`config.mk`:
```
export PLATFORM = sky130hd
export DESIGN_NAME = kscan_top
export DESIGN_NICKNAME = d
export VERILOG_FILES = /design/src/rtl/kscan_pkg.sv /design/src/rtl/kscan_timebase.sv /design/src/rtl/kscan_snap.sv /design/src/rtl/kscan_fsm.sv /design/src/rtl/kscan_top.sv
export SDC_FILE = /design/constraint.sdc
export NUM_CORES = 1
export LEC_CHECK = 0
export BUFFER_PORTS_ARGS = -buffer_cell sky130_fd_sc_hd__buf_2
export CAP_MARGIN = 20
export CORE_MARGIN = 3
export CORE_UTILIZATION = 55
export DETAILED_ROUTE_END_ITERATION = 8
export PLACE_DENSITY = 0.77
export SYNTH_ARGS = -nofsm -noshare
export SYNTH_HDL_FRONTEND = slang
export SYNTH_HIERARCHICAL = 1
export SYNTH_SLANG_ARGS = --single-unit
```
`constraint.sdc`:
```
create_clock -name clk -period 2.8 [get_ports clk]
set_input_delay 0.28 -clock clk [delete_from_list [all_inputs] [get_ports clk]]
set_output_delay 0.28 -clock clk [all_outputs]
set_load 0.03 [all_outputs]
```
`src/rtl/kscan_pkg.sv`:
```
package kscan_pkg;

  // Scanner control states
  typedef enum logic [1:0] {
    KS_IDLE = 2'd0,
    KS_SCAN = 2'd1,
    KS_WAIT = 2'd2
  } kscan_state_e;

endpackage

```
`src/rtl/kscan_timebase.sv`:
```
// Slot, row, sweep and total-tick counters for one scan.
module kscan_timebase #(
  parameter int DRV_LINES  = 6,
  parameter int SLOT_TICKS = 64,
  parameter int REQ_TICKS  = 800,
  localparam int ROW_W = (DRV_LINES > 1) ? $clog2(DRV_LINES) : 1
) (
  input  logic             clk,
  input  logic             rst_n,
  input  logic             restart,
  input  logic             run,
  input  logic             tick,
  output logic [ROW_W-1:0] row_idx,
  output logic             pass_idx,
  output logic             sweeping,
  output logic             slot_end,
  output logic             deadline
);

  localparam int SUB_W = $clog2(SLOT_TICKS + 1);
  localparam int TOT_W = $clog2(REQ_TICKS + 1);

  logic [SUB_W-1:0] sub_q, sub_d;
  logic [ROW_W-1:0] row_q, row_d;
  logic [TOT_W-1:0] tot_q, tot_d;
  logic             pass_q, pass_d;
  logic             swept_q, swept_d;
  logic             adv;
  logic             upd_en;

  assign adv      = run && tick;
  assign upd_en   = restart || adv;
  assign slot_end = adv && !swept_q && (sub_q == SUB_W'(SLOT_TICKS - 1));
  assign deadline = adv && (tot_q == TOT_W'(REQ_TICKS - 1));
  assign row_idx  = row_q;
  assign pass_idx = pass_q;
  assign sweeping = !swept_q;

  always_comb begin
    sub_d   = sub_q;
    row_d   = row_q;
    tot_d   = tot_q;
    pass_d  = pass_q;
    swept_d = swept_q;
    if (restart) begin
      sub_d   = '0;
      row_d   = '0;
      tot_d   = '0;
      pass_d  = 1'b0;
      swept_d = 1'b0;
    end else if (adv) begin
      tot_d = tot_q + 1'b1;
      if (!swept_q) begin
        if (slot_end) begin
          sub_d = '0;
          if (row_q == ROW_W'(DRV_LINES - 1)) begin
            row_d = '0;
            if (pass_q) swept_d = 1'b1;
            else        pass_d  = 1'b1;
          end else begin
            row_d = row_q + 1'b1;
          end
        end else begin
          sub_d = sub_q + 1'b1;
        end
      end
    end
  end

  always_ff @(posedge clk or negedge rst_n) begin
    if (!rst_n) begin
      sub_q   <= '0;
      row_q   <= '0;
      tot_q   <= '0;
      pass_q  <= 1'b0;
      swept_q <= 1'b0;
    end else if (upd_en) begin
      sub_q   <= sub_d;
      row_q   <= row_d;
      tot_q   <= tot_d;
      pass_q  <= pass_d;
      swept_q <= swept_d;
    end
  end

  // both sweeps are complete before the request time is reached
  assert_sweeps_done_R1: assert property (@(posedge clk) disable iff (!rst_n)
    deadline |-> swept_q);

endmodule

```
`src/rtl/kscan_snap.sv`:
```
// Two key snapshots, one per sweep, written row by row.
module kscan_snap #(
  parameter int DRV_LINES = 6,
  parameter int SNS_LINES = 5,
  localparam int ROW_W    = (DRV_LINES > 1) ? $clog2(DRV_LINES) : 1,
  localparam int KEY_BITS = DRV_LINES * SNS_LINES
) (
  input  logic                 clk,
  input  logic                 rst_n,
  input  logic                 clear,
  input  logic                 slot_end,
  input  logic                 pass_idx,
  input  logic [ROW_W-1:0]     row_idx,
  input  logic [DRV_LINES-1:0] row_en,
  input  logic [SNS_LINES-1:0] sense,
  output logic [KEY_BITS-1:0]  snap_a,
  output logic [KEY_BITS-1:0]  snap_b
);

  for (genvar r = 0; r < DRV_LINES; r++) begin : g_row
    logic [SNS_LINES-1:0] a_q, a_d, b_q, b_d, field;
    logic                 hit;
    logic                 wr_en;

    assign hit   = slot_end && (row_idx == ROW_W'(r));
    assign field = sense & {SNS_LINES{row_en[r]}};
    assign wr_en = clear || hit;

    always_comb begin
      a_d = a_q;
      b_d = b_q;
      if (clear) begin
        a_d = '0;
        b_d = '0;
      end else if (hit) begin
        if (pass_idx) b_d = field;
        else          a_d = field;
      end
    end

    always_ff @(posedge clk or negedge rst_n) begin
      if (!rst_n) begin
        a_q <= '0;
        b_q <= '0;
      end else if (wr_en) begin
        a_q <= a_d;
        b_q <= b_d;
      end
    end

    assign snap_a[r*SNS_LINES +: SNS_LINES] = a_q;
    assign snap_b[r*SNS_LINES +: SNS_LINES] = b_q;
  end

endmodule

```
`src/rtl/kscan_fsm.sv`:
```
// Scan control: start, compare, request, read handshake.
module kscan_fsm
  import kscan_pkg::*;
#(
  parameter int KEY_BITS = 30
) (
  input  logic                clk,
  input  logic                rst_n,
  input  logic                any_sense,
  input  logic                deadline,
  input  logic [KEY_BITS-1:0] snap_a,
  input  logic [KEY_BITS-1:0] snap_b,
  input  logic                read_done,
  output kscan_state_e        state,
  output logic                restart,
  output logic [KEY_BITS-1:0] keys,
  output logic                req
);

  kscan_state_e        st_q, st_d;
  logic [KEY_BITS-1:0] keys_q, keys_d;
  logic                req_q, req_d;

  always_comb begin
    st_d    = st_q;
    keys_d  = keys_q;
    req_d   = req_q;
    restart = 1'b0;
    case (st_q)
      KS_IDLE: begin
        if (any_sense) begin
          st_d    = KS_SCAN;
          restart = 1'b1;
        end
      end
      KS_SCAN: begin
        if (deadline) begin
          if (snap_a == snap_b) begin
            keys_d = snap_b;
            if (|snap_b) begin
              req_d = 1'b1;
              st_d  = KS_WAIT;
            end else begin
              st_d = KS_IDLE;
            end
          end else if (|snap_b) begin
            restart = 1'b1;
          end else begin
            keys_d = '0;
            st_d   = KS_IDLE;
          end
        end
      end
      KS_WAIT: begin
        if (read_done) begin
          req_d   = 1'b0;
          st_d    = KS_SCAN;
          restart = 1'b1;
        end
      end
      default: st_d = KS_IDLE;
    endcase
  end

  always_ff @(posedge clk or negedge rst_n) begin
    if (!rst_n) begin
      st_q   <= KS_IDLE;
      keys_q <= '0;
      req_q  <= 1'b0;
    end else begin
      st_q   <= st_d;
      keys_q <= keys_d;
      req_q  <= req_d;
    end
  end

  assign state = st_q;
  assign keys  = keys_q;
  assign req   = req_q;

  // a request only follows a cycle in which both snapshots matched
  assert_match_before_req_R2: assert property (@(posedge clk) disable iff (!rst_n)
    $rose(req_q) |-> $past(snap_a == snap_b));

  // read-done drops the request and begins a fresh scan
  assert_read_rescan_R4: assert property (@(posedge clk) disable iff (!rst_n)
    (st_q == KS_WAIT && read_done) |=> (!req_q && st_q == KS_SCAN));

endmodule

```
`src/rtl/kscan_top.sv`:
```
module kscan_top
  import kscan_pkg::*;
#(
  parameter int DRV_LINES  = 6,
  parameter int SNS_LINES  = 5,
  parameter int SLOT_TICKS = 64,
  parameter int REQ_TICKS  = 800
) (
  input  logic                           clk,
  input  logic                           rst_n,
  input  logic                           tick,
  input  logic [SNS_LINES-1:0]           sense,
  input  logic [1:0]                     sleep_sel,
  input  logic [1:0]                     drv_mode,
  input  logic                           ce_busy,
  input  logic                           read_done,
  output logic [DRV_LINES-1:0]           drive,
  output logic [DRV_LINES*SNS_LINES-1:0] keys,
  output logic                           req_n
);

  localparam int KEY_BITS = DRV_LINES * SNS_LINES;
  localparam int ROW_W    = (DRV_LINES > 1) ? $clog2(DRV_LINES) : 1;
  localparam logic [DRV_LINES-1:0] HOLD_PAT = {1'b1, {(DRV_LINES-1){1'b0}}};

  kscan_state_e         state;
  logic                 restart, sweeping, slot_end, deadline, pass_idx;
  logic [ROW_W-1:0]     row_idx;
  logic [KEY_BITS-1:0]  snap_a, snap_b, en_mask;
  logic [DRV_LINES-1:0] row_en, idle_pat, scan_pat;
  logic                 req;
  logic                 rst_hold_q;
  logic                 scan_run;

  // Row enables and idle/scan patterns
  for (genvar r = 0; r < DRV_LINES; r++) begin : g_pat
    if (r == 0) begin : g_r0
      assign row_en[r] = (drv_mode == 2'b00);
    end else if (r == 1) begin : g_r1
      assign row_en[r] = !drv_mode[1];
    end else begin : g_rn
      assign row_en[r] = 1'b1;
    end
    assign idle_pat[r] = (sleep_sel == 2'b01) ? (r == DRV_LINES - 1) :
                         (sleep_sel == 2'b10) ? (r >= DRV_LINES - 2) : 1'b1;
    assign scan_pat[r] = (row_idx == ROW_W'(r));
    assign en_mask[r*SNS_LINES +: SNS_LINES] = {SNS_LINES{row_en[r]}};
  end

  assign scan_run = (state == KS_SCAN);

  kscan_timebase #(
    .DRV_LINES (DRV_LINES),
    .SLOT_TICKS(SLOT_TICKS),
    .REQ_TICKS (REQ_TICKS)
  ) u_timebase (
    .clk     (clk),
    .rst_n   (rst_n),
    .restart (restart),
    .run     (scan_run),
    .tick    (tick),
    .row_idx (row_idx),
    .pass_idx(pass_idx),
    .sweeping(sweeping),
    .slot_end(slot_end),
    .deadline(deadline)
  );

  kscan_snap #(
    .DRV_LINES(DRV_LINES),
    .SNS_LINES(SNS_LINES)
  ) u_snap (
    .clk     (clk),
    .rst_n   (rst_n),
    .clear   (restart),
    .slot_end(slot_end),
    .pass_idx(pass_idx),
    .row_idx (row_idx),
    .row_en  (row_en),
    .sense   (sense),
    .snap_a  (snap_a),
    .snap_b  (snap_b)
  );

  kscan_fsm #(
    .KEY_BITS(KEY_BITS)
  ) u_fsm (
    .clk      (clk),
    .rst_n    (rst_n),
    .any_sense(|sense),
    .deadline (deadline),
    .snap_a   (snap_a),
    .snap_b   (snap_b),
    .read_done(read_done),
    .state    (state),
    .restart  (restart),
    .keys     (keys),
    .req      (req)
  );

  // Holds the reset drive pattern until the first edge after release
  always_ff @(posedge clk or negedge rst_n) begin
    if (!rst_n) rst_hold_q <= 1'b1;
    else        rst_hold_q <= 1'b0;
  end

  always_comb begin
    if (rst_hold_q)                 drive = HOLD_PAT;
    else if (scan_run && sweeping)  drive = scan_pat & row_en;
    else                            drive = idle_pat & row_en;
  end

  assign req_n = !req || ce_busy;

  // at most one drive line is high while sweeping
  assert_single_row_R1: assert property (@(posedge clk) disable iff (!rst_n)
    (scan_run && sweeping && !rst_hold_q) |-> $onehot0(drive));

  // a fresh result carries no bits of disabled rows
  assert_masked_rows_R7: assert property (@(posedge clk) disable iff (!rst_n)
    $rose(req) |-> ((keys & ~en_mask) == '0));

  // no request is pending while idle
  assert_idle_quiet_R10: assert property (@(posedge clk) disable iff (!rst_n)
    (state == KS_IDLE) |-> req_n);

endmodule

```
**Word level (Yosys, flattened, before mapping)**

Cells that the tools add are included.

- Add/subtract/negate cells: 3
- $mul: 0
- Div/mod/pow operators: 0
- Magnitude comparators: 0
- Equality and inequality tests: 21
- Shift-type cells: 0
- Muxes and demuxes: 77
- Bitwise gates (word level): 4
- Reduce and logical (&&, ||, !) cells: 57

Operators with widths:

| kind | count |
|---|---|
| 5-bit two-way mux | 30 |
| 30-bit two-way mux | 2 |
| 3-bit AND reduction | 14 |
| 30-bit == test | 1 |
| 30-bit OR reduction | 1 |
| 7-bit two-way mux | 4 |
| 1-bit two-way mux | 23 |
| 2-bit nonzero test | 11 |
| 10-bit two-way mux | 2 |
| 3-bit two-way mux | 5 |
| 6-bit bitwise AND | 2 |
| 2-bit two-way mux | 6 |
| 6-bit two-way mux | 2 |
| 2-bit by 1-bit != test with 1-bit output, second input constant | 6 |
| 1-bit logical AND | 11 |
| 10-bit by 1-bit adder with 10-bit output, second input constant | 1 |
| 5-bit bitwise AND | 2 |
| 10-bit == test, second input constant | 1 |
| 5-bit AND reduction | 2 |
| 1-bit logical OR | 8 |
| 4-bit AND reduction | 2 |
| 7-bit by 1-bit adder with 7-bit output, second input constant | 1 |
| 7-bit by 6-bit == test with 1-bit output, second input constant | 1 |
| 3-bit by 2-bit == test with 1-bit output, second input constant | 2 |
| other kinds (15) | 22 |

- Register bits after elaboration: 116
- Latch bits: 0
- RAM bits: 0
- ROM bits: 0
- Output and inout bits: 37
- Memories: 0

**Depth between registers and ports, before layout**

Gate-level depths: netlist (run 1).

- Word-level depth: 8
- Depth in mapped cells: 11

**Modules after synthesis**

Netlist (run 1), hierarchy kept.

Modules (own cells, without submodules):

| module | instances | cells an instance | area each (µm²) |
|---|---|---|---|
| kscan_snap | 1 | 239 | 2,926.6 |
| kscan_fsm | 1 | 228 | 2,068.2 |
| kscan_timebase | 1 | 122 | 1,209.9 |
| kscan_top | 1 | 29 | 196.4 |

**Worst setup path after synthesis (run 1)**

Ideal clock, no wire load.

- Path kind: register to register
- Start: reg u_fsm.st_q[0] (netlist: u_fsm/state[0])
- End: reg u_timebase.sub_q[1]
- Library setup time: 0.121 ns
- Data arrival time: 2.936 ns
- Data required time: 2.679 ns
- Path slack: -0.257 ns
- Cell stages (with the launch flop): 12
- Cell sequence: dfrtp_1 nor2b_1 buf_6 nand4_2 nor4_1 nand3b_1 clkbuf_1 o22ai_1 clkbuf_1 clkbuf_1 buf_2 nor2_1

RTL lines:

| item | line | source |
|---|---|---|
| start: declaration | kscan_fsm.sv:20 | `kscan_state_e st_q, st_d;` |
| start signal: assignment | kscan_fsm.sv:71 | `st_q <= st_d;` |
| 2-bit by 1-bit == test with 1-bit output * | kscan_top.sv:50 | `assign scan_run = (state == KS_SCAN);` |
| via scan_run | kscan_top.sv:33 | `logic scan_run;` |
| 1-bit logical AND * | kscan_timebase.sv:31 | `assign adv = run && tick;` |
| 1-bit logical AND * | kscan_timebase.sv:34 | `assign deadline = adv && (tot_q == TOT_W'(REQ_TICKS - 1));` |
| via deadline | kscan_top.sv:27 | `logic restart, sweeping, slot_end, deadline, pass_idx;` |
| 1-bit two-way mux * | kscan_fsm.sv:37 | `if (deadline) begin` |
| 1-bit case mux with 3 select lines * | kscan_fsm.sv:29 | `case (st_q)` |
| via restart | kscan_top.sv:27 |  |
| 2-bit by 1-bit != test with 1-bit output (no line) (tied with other cells) | - |  |
| 3-bit AND reduction (no line) | - |  |
| end signal: assignment | kscan_timebase.sv:78 | `sub_q <= sub_d;` |
| end: declaration | kscan_timebase.sv:23 | `logic [SUB_W-1:0] sub_q, sub_d;` |

The timed path passes the listed nets; every way through them passes the cells marked *. The select of a mux whose other input is x is not followed.
A chain may end at the register's enable or synchronous reset.

**Worst setup path in the final report (run 1)**

- Start: reg u_timebase.tot_q[0]
- End: reg u_fsm.keys_q[27] (netlist: u_fsm/keys[27])

- Longest elaborated chain between the ends: 3

Ends and longest elaborated chain:

| item | line | source |
|---|---|---|
| start: declaration | kscan_timebase.sv:25 | `logic [TOT_W-1:0] tot_q, tot_d;` |
| start signal: assignment | kscan_timebase.sv:80 | `tot_q <= tot_d;` |
| 10-bit == test | kscan_timebase.sv:34 |  |
| 1-bit logical AND | kscan_timebase.sv:34 |  |
| via deadline | kscan_top.sv:27 |  |
| 3-bit AND reduction (no line) | - |  |
| end signal: assignment | kscan_fsm.sv:72 | `keys_q <= keys_d;` |
| end: declaration | kscan_fsm.sv:21 | `logic [KEY_BITS-1:0] keys_q, keys_d;` |

The timed path passes the listed nets, and every way through them passes these cells.

==> metrics.txt, run 1 <==
# H-tree levels 4; Sink Count 116; CTS clk-pin slew, worst paths 0.05 ns; antenna violations before repair 0; Syn Area/Cell 10.4 um2; synthesized area 6400 um2; Slew @ Worst Pin 0.657 ns; diode count 0; Pwr Total 4.49 mW; port bufs 50; Cell Pwr Density 592 nW/um2; area grow syn2layout 18.4%; Yosys reg bits 116; Routed WL 14.9 mm; CP arrival 2.92 ns; fmax 384 MHz; share of cells above drive strength 1 0.204; first-pass GRT wire length 24.6 mm; Core Util, Final 0.681; Worst Hold Margin 0.0987 ns; DRC Markers 0; Detailed Route Iter0 Violations 395; Initial Util 0.575; GR Overflow Total 0; worst endpoint required time 3.12 ns; nature of the critical path endpoint register; status completed; Slowest cell on crit path or4b_1; site row count 38; Layout fillers 838; largest fanout on the critical path 32; Final period util 0.929; Relative slew margins 0.562; Synth cell types 56; Detail Route Antenna Nets 0; # nets final 715; Max-cap violations 0; critical-path cell list ha_1, nand4_2, nor4_4, nand3b_1, nor3_1, or4b_1, buf_6, o221ai_1; Die W 114 um; Setup CP Type reg2reg; Critical path buffers and inverters 1; Detailed Routing Iterations Pass 1 5; routed len/inst 17.5 um; placed cells 818; CTS tree yes; worst vdd ir 0.471 mV; Ys Warns 6; gr usage total 0.243; deepest clock path buffer count 2; asr flop ratio synth 1.00; CP startpoint kind register; Synth Flop Type dfrtp_1; IO Count 51; largest net degree at the start of global routing 72; Gate Count Post-Synth 618; Detail Placement HPWL 10.5 mm; Seq/Total Area, Yosys 0.454; Die H 114 um; Clock Tree Root clkbuf_16; RSZ-0062 raised after global routing no; setup TNS 0 ns; cell family with most CP delay simple AND/OR/NAND/NOR gates; vias 4845; worst-skew pair later-pin latency 0.42 ns; vias per inst 5.69; Pleak 3.92 nW; RePlAce Congestion 0.830; HP Class in2reg; fin cells 851; total CTS buffers 17; vias in the first global route 4769; Final Hold Vio Count 0; Worst Skew 0.00631 ns; Setup Viol. Count Final 0; final count of pins violating max slew 0; Post-synth EDFFs 0; core area 11100 um2; setup bufs post-CTS 0; slowest stage delay, CP 0.46 ns; post-layout min period 2.60 ns; die area 13000 um2
[cell usage after synthesis, drive strengths merged (14+ instances only)]
cell type / n / area share
dfrtp: 115 / 0.45
inv: 69 / 0.040
mux2i: 62 / 0.097
nand2: 51 / 0.033
nand2b: 61 / 0.060
nand3b: 36 / 0.042
nand4: 15 / 0.019
nor2: 14 / 0.0082
nor4: 14 / 0.014
o221ai: 30 / 0.059
xnor2: 14 / 0.019
xor2: 19 / 0.026
[kinds of logic (layout without fill, tap and decap cells)]
group	Yosys count	after routing	synth area share
adder cells (fa/ha/maj)	3	3	0.00586
AND/OR/NAND/NOR	234	234	0.232
flip-flops	116	116	0.454
other	2	21	0.00117
AO/OA/AOI/OAI	71	71	0.100
XOR/XNOR	33	33	0.0452
multiplexers	64	64	0.100
buffers and inverters	95	169	0.0614
[cell type report]
type / count / area, um2 / share of cell area
multi-input combinational: 426 / 3220 / 0.424
sequential: 116 / 2900 / 0.383
clock buffer: 21 / 450 / 0.0594
timing repair buffer: 68 / 419 / 0.0553
inverter: 69 / 259 / 0.0342
tap: 140 / 175 / 0.0231
clock inverter: 11 / 158 / 0.0208
[state kept, by name, indices dropped and copies added (netlist names)]
| name | flops |
|---|---|
| u_timebase/pass_idx | 1 |
| u_timebase/swept_q | 1 |
| u_fsm/req | 1 |
| u_timebase/sub_q | 7 |
| u_snap/g_row.a_q | 30 |
| u_timebase/tot_q | 10 |
| u_fsm/state | 2 |
| u_timebase/row_idx | 3 |
| u_fsm/keys | 30 |
| rst_hold_q | 1 |
| u_snap/g_row.b_q | 30 |
[report_power, final]
group	switching [mW]	internal [mW]
Clock	0.741	1.50
Sequential	0.103	1.76
Combinational	0.247	0.139
Total	1.09	3.40
[through the flow]
stage          worst slack (ns)  area, um2
4_1_cts                  0.0438       7560
2_1_floorplan           0.00361       6480
3_5_place_dp             0.0806       6940
6_report                  0.197       7580
5_1_grt                 0.00147       7580
3_3_place_gp              0.214       6940
[cell usage in the layout, fill, tap and decap left out, types with 3 or more instances in the layout]
cell and count:
clkbuf_16 17, dfrtp_1 115, ha_1 3, nand3_1 5, o21ai_0 8, or3_1 6, o221ai_1 12, xor2_1 19
nor4_1 13, inv_1 69, conb_1 21, o221ai_2 18, nand2_1 43, or4_1 4, xnor2_1 14, clkbuf_1 3
buf_2 49, a21oi_1 13, nand2_2 8, buf_4 15, o31ai_1 6, clkinv_2 6, nor2b_1 7, bufinv_16 4
nand3b_1 36, mux2i_1 62, nand4_1 12, nor2_1 14, nand2b_1 61
[worst paths after layout]
kind	depth (start not counted)	startpoint	to	slack, ns
max in group asynchronous	3	rst_n	rst_hold_q$_DFF_PN1_	1.60
worst min register to register	2	u_fsm/keys[28]$_DFFE_PN0P_	u_fsm/keys[28]$_DFFE_PN0P_	0.51
worst min-delay path	2	read_done	u_fsm/state[1]$_DFFE_PN0P_	0.1
worst max-delay path	8	u_timebase/tot_q[0]$_DFFE_PN0P_	u_fsm/keys[27]$_DFFE_PN0P_	0.20
min in group asynchronous	2	rst_n	u_fsm/keys[17]$_DFFE_PN0P_	0.45
worst max register to register	8	u_timebase/tot_q[0]$_DFFE_PN0P_	u_fsm/keys[27]$_DFFE_PN0P_	0.20
[what timing repair did]
action | 4_1_cts | 5_1_grt
gates resized for setup | 0 | 3
endpoints found under the setup margin | 0 | 78
hold endpoints to repair | 49 | 0
hold buffers | 1 | 0
[metal layers]
layer | track usage | routed length, um | vias to the layer above
met5 | 0 | 0 | -
met4 | 0.0903 | 241 | 0
met3 | 0.0462 | 746 | 21
met2 | 0.373 | 6970 | 134
met1 | 0.346 | 6950 | 2388
li1 | - | - | 2302
Power figures use the tool's default switching activity.
==> run 2, diff against run 1 <==
Settings changed: MAX_ROUTING_LAYER set to met4.
==> metrics.txt, run 2 (synthesis gave the netlist of run 1 again) <==
largest fanout on the critical path 32; Final period util 0.930; Detailed Route Iter0 Violations 461; CP arrival 2.92 ns; Worst Skew 0.00619 ns; site row count 38; vias in the first global route 4761; deepest clock path buffer count 2; Die W 114 um; Max-cap violations 0; setup TNS 0 ns; r2r setup slk 0.20 ns; critical-path cell list ha_1, nand4_2, nor4_4, nand3b_1, nor3_1, or4b_1, buf_6, o221ai_1; worst vdd ir 0.471 mV; most frequent cells in the layout dfrtp_1 (115), inv_1 (69), mux2i_1 (62), nand2b_1 (61), buf_2 (49); die area 13000 um2; placed cells 818; area grow syn2layout 18.4%; setup bufs post-CTS 0; CP startpoint kind register; HP Class in2reg; Worst Hold Margin 0.103 ns; Detail Route Antenna Nets 0; Sink Count 116; vias per inst 5.71; core area 11100 um2; nature of the critical path endpoint register; largest net degree at the start of global routing 72; antenna violations before repair 0; Pleak 3.92 nW; CTS tree yes; status completed; Clock Tree Root clkbuf_16; Die H 114 um; first-pass GRT wire length 24.6 mm; diode count 0; final count of pins violating max slew 0; fin cells 851; Relative slew margins 0.561; fmax 384 MHz; Routed WL 14.9 mm; RePlAce Congestion 0.843; Detailed Routing Iterations Pass 1 5; Final Hold Vio Count 0; Slew @ Worst Pin 0.659 ns; post-layout min period 2.60 ns; Detail Placement HPWL 10.5 mm; IO Count 51; slowest stage delay, CP 0.46 ns; Cell Pwr Density 593 nW/um2; commonest non-fill, non-tap cell in the layout dfrtp_1; Core Util, Final 0.681; gr usage total 0.251; Setup CP Type reg2reg; Pwr Total 4.49 mW; share of cells above drive strength 1 0.204; vias 4863; Slowest cell on crit path or4b_1; cell family with most CP delay simple AND/OR/NAND/NOR gates; total CTS buffers 17; # nets final 715; Initial Util 0.575; GR Overflow Total 0; port bufs 50; RSZ-0062 raised after global routing no; worst endpoint required time 3.12 ns; DRC Markers 0; worst-skew pair later-pin latency 0.41 ns; Setup Viol. Count Final 0; routed len/inst 17.5 um; CTS clk-pin slew, worst paths 0.05 ns; # H-tree levels 4; Critical path buffers and inverters 1
[run 2: final timing paths]
check | from | to | cells past startpoint
hold reg to reg | u_fsm/keys[28]$_DFFE_PN0P_ | u_fsm/keys[28]$_DFFE_PN0P_ | 2
hold / removal | read_done | u_fsm/state[1]$_DFFE_PN0P_ | 2
min in group asynchronous | rst_n | u_fsm/keys[17]$_DFFE_PN0P_ | 2
setup reg to reg | u_timebase/tot_q[0]$_DFFE_PN0P_ | u_fsm/keys[27]$_DFFE_PN0P_ | 8
setup / recovery | u_timebase/tot_q[0]$_DFFE_PN0P_ | u_fsm/keys[27]$_DFFE_PN0P_ | 8
max in group asynchronous | rst_n | rst_hold_q$_DFF_PN1_ | 3
[run 2: area by class of cell]
| type | count | area, um2 |
|---|---|---|
| Multi-Input combinational cell | 426 | 3220 |
| Clock buffer | 21 | 450 |
| Timing Repair Buffer | 68 | 419 |
| Sequential cell | 116 | 2900 |
| Clock inverter | 11 | 158 |
| Tap cell | 140 | 175 |
| Inverter | 69 | 259 |
| Fill cell | 838 | 3540 |
[run 2: worst register-to-register path: cells and delay by family (launching register included)]
| family | cells | cell delay, ns |
|---|---|---|
| AND/OR/NAND/NOR | 5 | 1.45 |
| flip-flops | 1 | 0.39 |
| AO/OA/AOI/OAI | 1 | 0.25 |
| buffers and inverters | 1 | 0.23 |
| adder cells (fa/ha/maj) | 1 | 0.21 |
[run 2: per-layer routing]
layer	wire length, um	vias to the layer above	global-route usage
met3	857	19	0.0446
met1	6890	2393	0.347
met4	217	0	0.0887
met2	6970	147	0.373
li1	-	2304	-
met5	0	-	-
[run 2: repair_timing]
action                                  in CTS  in global routing
hold endpoints to repair                    49                  0
hold buffers                                 1                  0
endpoints found under the setup margin       0                 78
resized for setup                            0                  3
[run 2: report_power, final]
part	total (mW)	internal, mW	switching, mW	leakage [nW]
clock	2.24	1.50	0.742	0.300
sequential	1.86	1.76	0.102	1.43
combinational	0.387	0.139	0.249	2.18
[run 2: stage by stage]
step,setup slack (ns),area (um2)
2_1_floorplan,0.00361,6480
3_3_place_gp,0.214,6940
3_5_place_dp,0.0806,6940
4_1_cts,0.0438,7560
5_1_grt,0.00139,7580
6_report,0.197,7580
==> run 3, diff against run 2 <==
Settings changed: ABC_AREA set to 1.
==> metrics.txt, run 3 <==
port bufs 50; core area 11500 um2; multi-input logic area 3150 um2; Die W 115 um; Detailed Routing Iterations Pass 1 5; area fraction of the dominant cell type after synthesis 0.440; nature of the critical path endpoint register; Post-synth EDFFs 0; HP Class in2reg; die area 13200 um2; Initial Util 0.568; DRC Markers 0; Die H 115 um; antenna violations before repair 0; IO Count 51; Slew @ Worst Pin 0.620 ns; worst endpoint required time 3.10 ns; commonest non-fill, non-tap cell in the layout nand2_1; CTS clk-pin slew, worst paths 0.05 ns; CP arrival 2.87 ns; Cell Pwr Density 776 nW/um2; Max-cap violations 0; Hold Crit Start read_done; min setup slack post-route 0.230 ns; vias in the first global route 5141; Syn Area/Cell 7.17 um2; largest fanout on the critical path 45; M1 GR Usage 0.328; fin cells 1148; first-pass GRT wire length 24.9 mm; post-layout min period 2.57 ns; diode count 0; Area contributors post-synth dfrtp_1 (44%), nand2_1 (23%), nand4_1 (5.8%), inv_1 (5.6%), nor2_1 (4.3%); Final period util 0.918; routed len/inst 13.1 um; Detail Route Antenna Nets 0; GRT met2 Usage 0.379; area grow syn2layout 16.3%; gr usage total 0.247; CTS tree yes; status completed; asr flop ratio synth 1.00; Ys Warns 6; synthesized area 6540 um2; site row count 39; most used cell, CP nand2_1; slowest stage delay, CP 0.40 ns; met3 GRT Util 0.0521; Gate Count Post-Synth 913; worst-skew pair later-pin latency 0.41 ns; Yosys reg bits 116; Slowest cell on crit path dfrtp_1; worst vdd ir 0.767 mV; Synth area leader dfrtp_1; Pwr Total 5.91 mW; Final Hold Vio Count 0; Worst Skew 0.00945 ns; Relative slew margins 0.585; # nets final 1010; Worst Hold Margin 0.158 ns; Routed WL 15.0 mm; largest net degree at the start of global routing 62; final count of pins violating max slew 0; Setup CP Type reg2reg; synth cell count leaders nand2_1 (404), dfrtp_1 (115), inv_1 (98), nor2_1 (75), nand4_1 (61); Pleak 4.43 nW; reg2reg start u_fsm/state[1]$_DFFE_PN0P_; Synth Flop Type dfrtp_1; Synth cell types 36; total CTS buffers 17; Detail Placement HPWL 10.5 mm; Layout fillers 1017; most common cell in the netlist nand2_1; most frequent cells in the layout nand2_1 (401), dfrtp_1 (115), inv_1 (97), nor2_1 (75), nand4_1 (61); busiest grt layer met2; critical-path cell list inv_1, nand2_1, inv_1, nand2_4, nor2_4, nand2_1, nor4_2, inv_1, o21ai_2, inv_2, buf_6, nand2_4, nand2_1, nand2_1, nand2_1; Seq/Total Area, Yosys 0.444; Critical path buffers and inverters 5; Detailed Route Iter0 Violations 354; GR Overflow Total 0; vias per inst 5.04; # H-tree levels 4; placed cells 1113; fmax 389 MHz; RSZ-0062 raised after global routing no; FF+latch area 2900 um2; CP startpoint kind register; Setup Viol. Count Final 0; cell family with most CP delay simple AND/OR/NAND/NOR gates; setup TNS 0 ns; CP Launch Point u_fsm/state[1]$_DFFE_PN0P_; deepest clock path buffer count 2; Place WS 0.0727 ns; RePlAce Congestion 0.929; Clock Tree Root clkbuf_16; share of cells above drive strength 1 0.141; Sink Count 116; vias 5791
-- run 3: path summary, 6_finish.rpt --
check	to	slack (ns)	cells after the start
hold reg to reg	u_fsm/keys[27]$_DFFE_PN0P_	0.46	2
setup reg to reg	u_snap/g_row[4].a_q[4]$_DFFE_PN0P_	0.23	15
setup / recovery	u_snap/g_row[4].a_q[4]$_DFFE_PN0P_	0.23	15
min in group asynchronous	u_fsm/keys[12]$_DFFE_PN0P_	0.29	2
max in group asynchronous	u_timebase/tot_q[3]$_DFFE_PN0P_	1.76	3
hold / removal	u_fsm/req$_DFFE_PN0P_	0.16	4
-- run 3: repair_timing --
| action | in CTS | in global routing |
|---|---|---|
| endpoints found under the setup margin | 0 | 75 |
| setup buffers | 0 | 3 |
| gates resized for setup | 0 | 7 |
| hold buffers | 1 | 0 |
| hold endpoints to repair | 19 | 0 |
-- run 3: metrics by stage --
stage	utilization	instance area, um2
floorplan	-	6610
detailed placement	0.605	6970
finish	0.661	7610
global route	0.661	7610
global placement	0.605	6970
CTS	0.655	7550
-- run 3: worst min-delay path, delay by kind of cell --
| kind | cells | cell delay, ns |
|---|---|---|
| AND/OR/NAND/NOR | 3 | 0.15 |
| buffers and inverters | 1 | 0.09 |
-- run 3: per-layer routing --
layer  part of all wire  up-vias  routed length, um
met5                  0        -                  0
li1                   -     2983                  -
met2               0.46      144               6900
met4              0.016        0                241
met3              0.050       16                751
met1               0.47     2648               7100
-- run 3: layout make-up --
class,instances,area share
clock inverters,10,0.0141
inverters,105,0.0526
repair buffers,64,0.0528
well taps,143,0.0235
multi-input cells,689,0.415
flip-flops and latches,116,0.382
clock buffers,21,0.0605
-- run 3: report_power, final --
group,internal [mW],switching [mW]
sequential,1.78,0.103
combinational,0.540,1.41
clock,1.34,0.735
-- run 3: cells by family after synthesis --
| kind of cell | share of synthesized area |
|---|---|
| buf+inv | 0.0876 |
| fa+ha+maj | 0.00574 |
| flops | 0.444 |
| xor+xnor | 0.0321 |
| simple gates | 0.415 |
| compound gates | 0.0147 |
| other cells | 0.00115 |
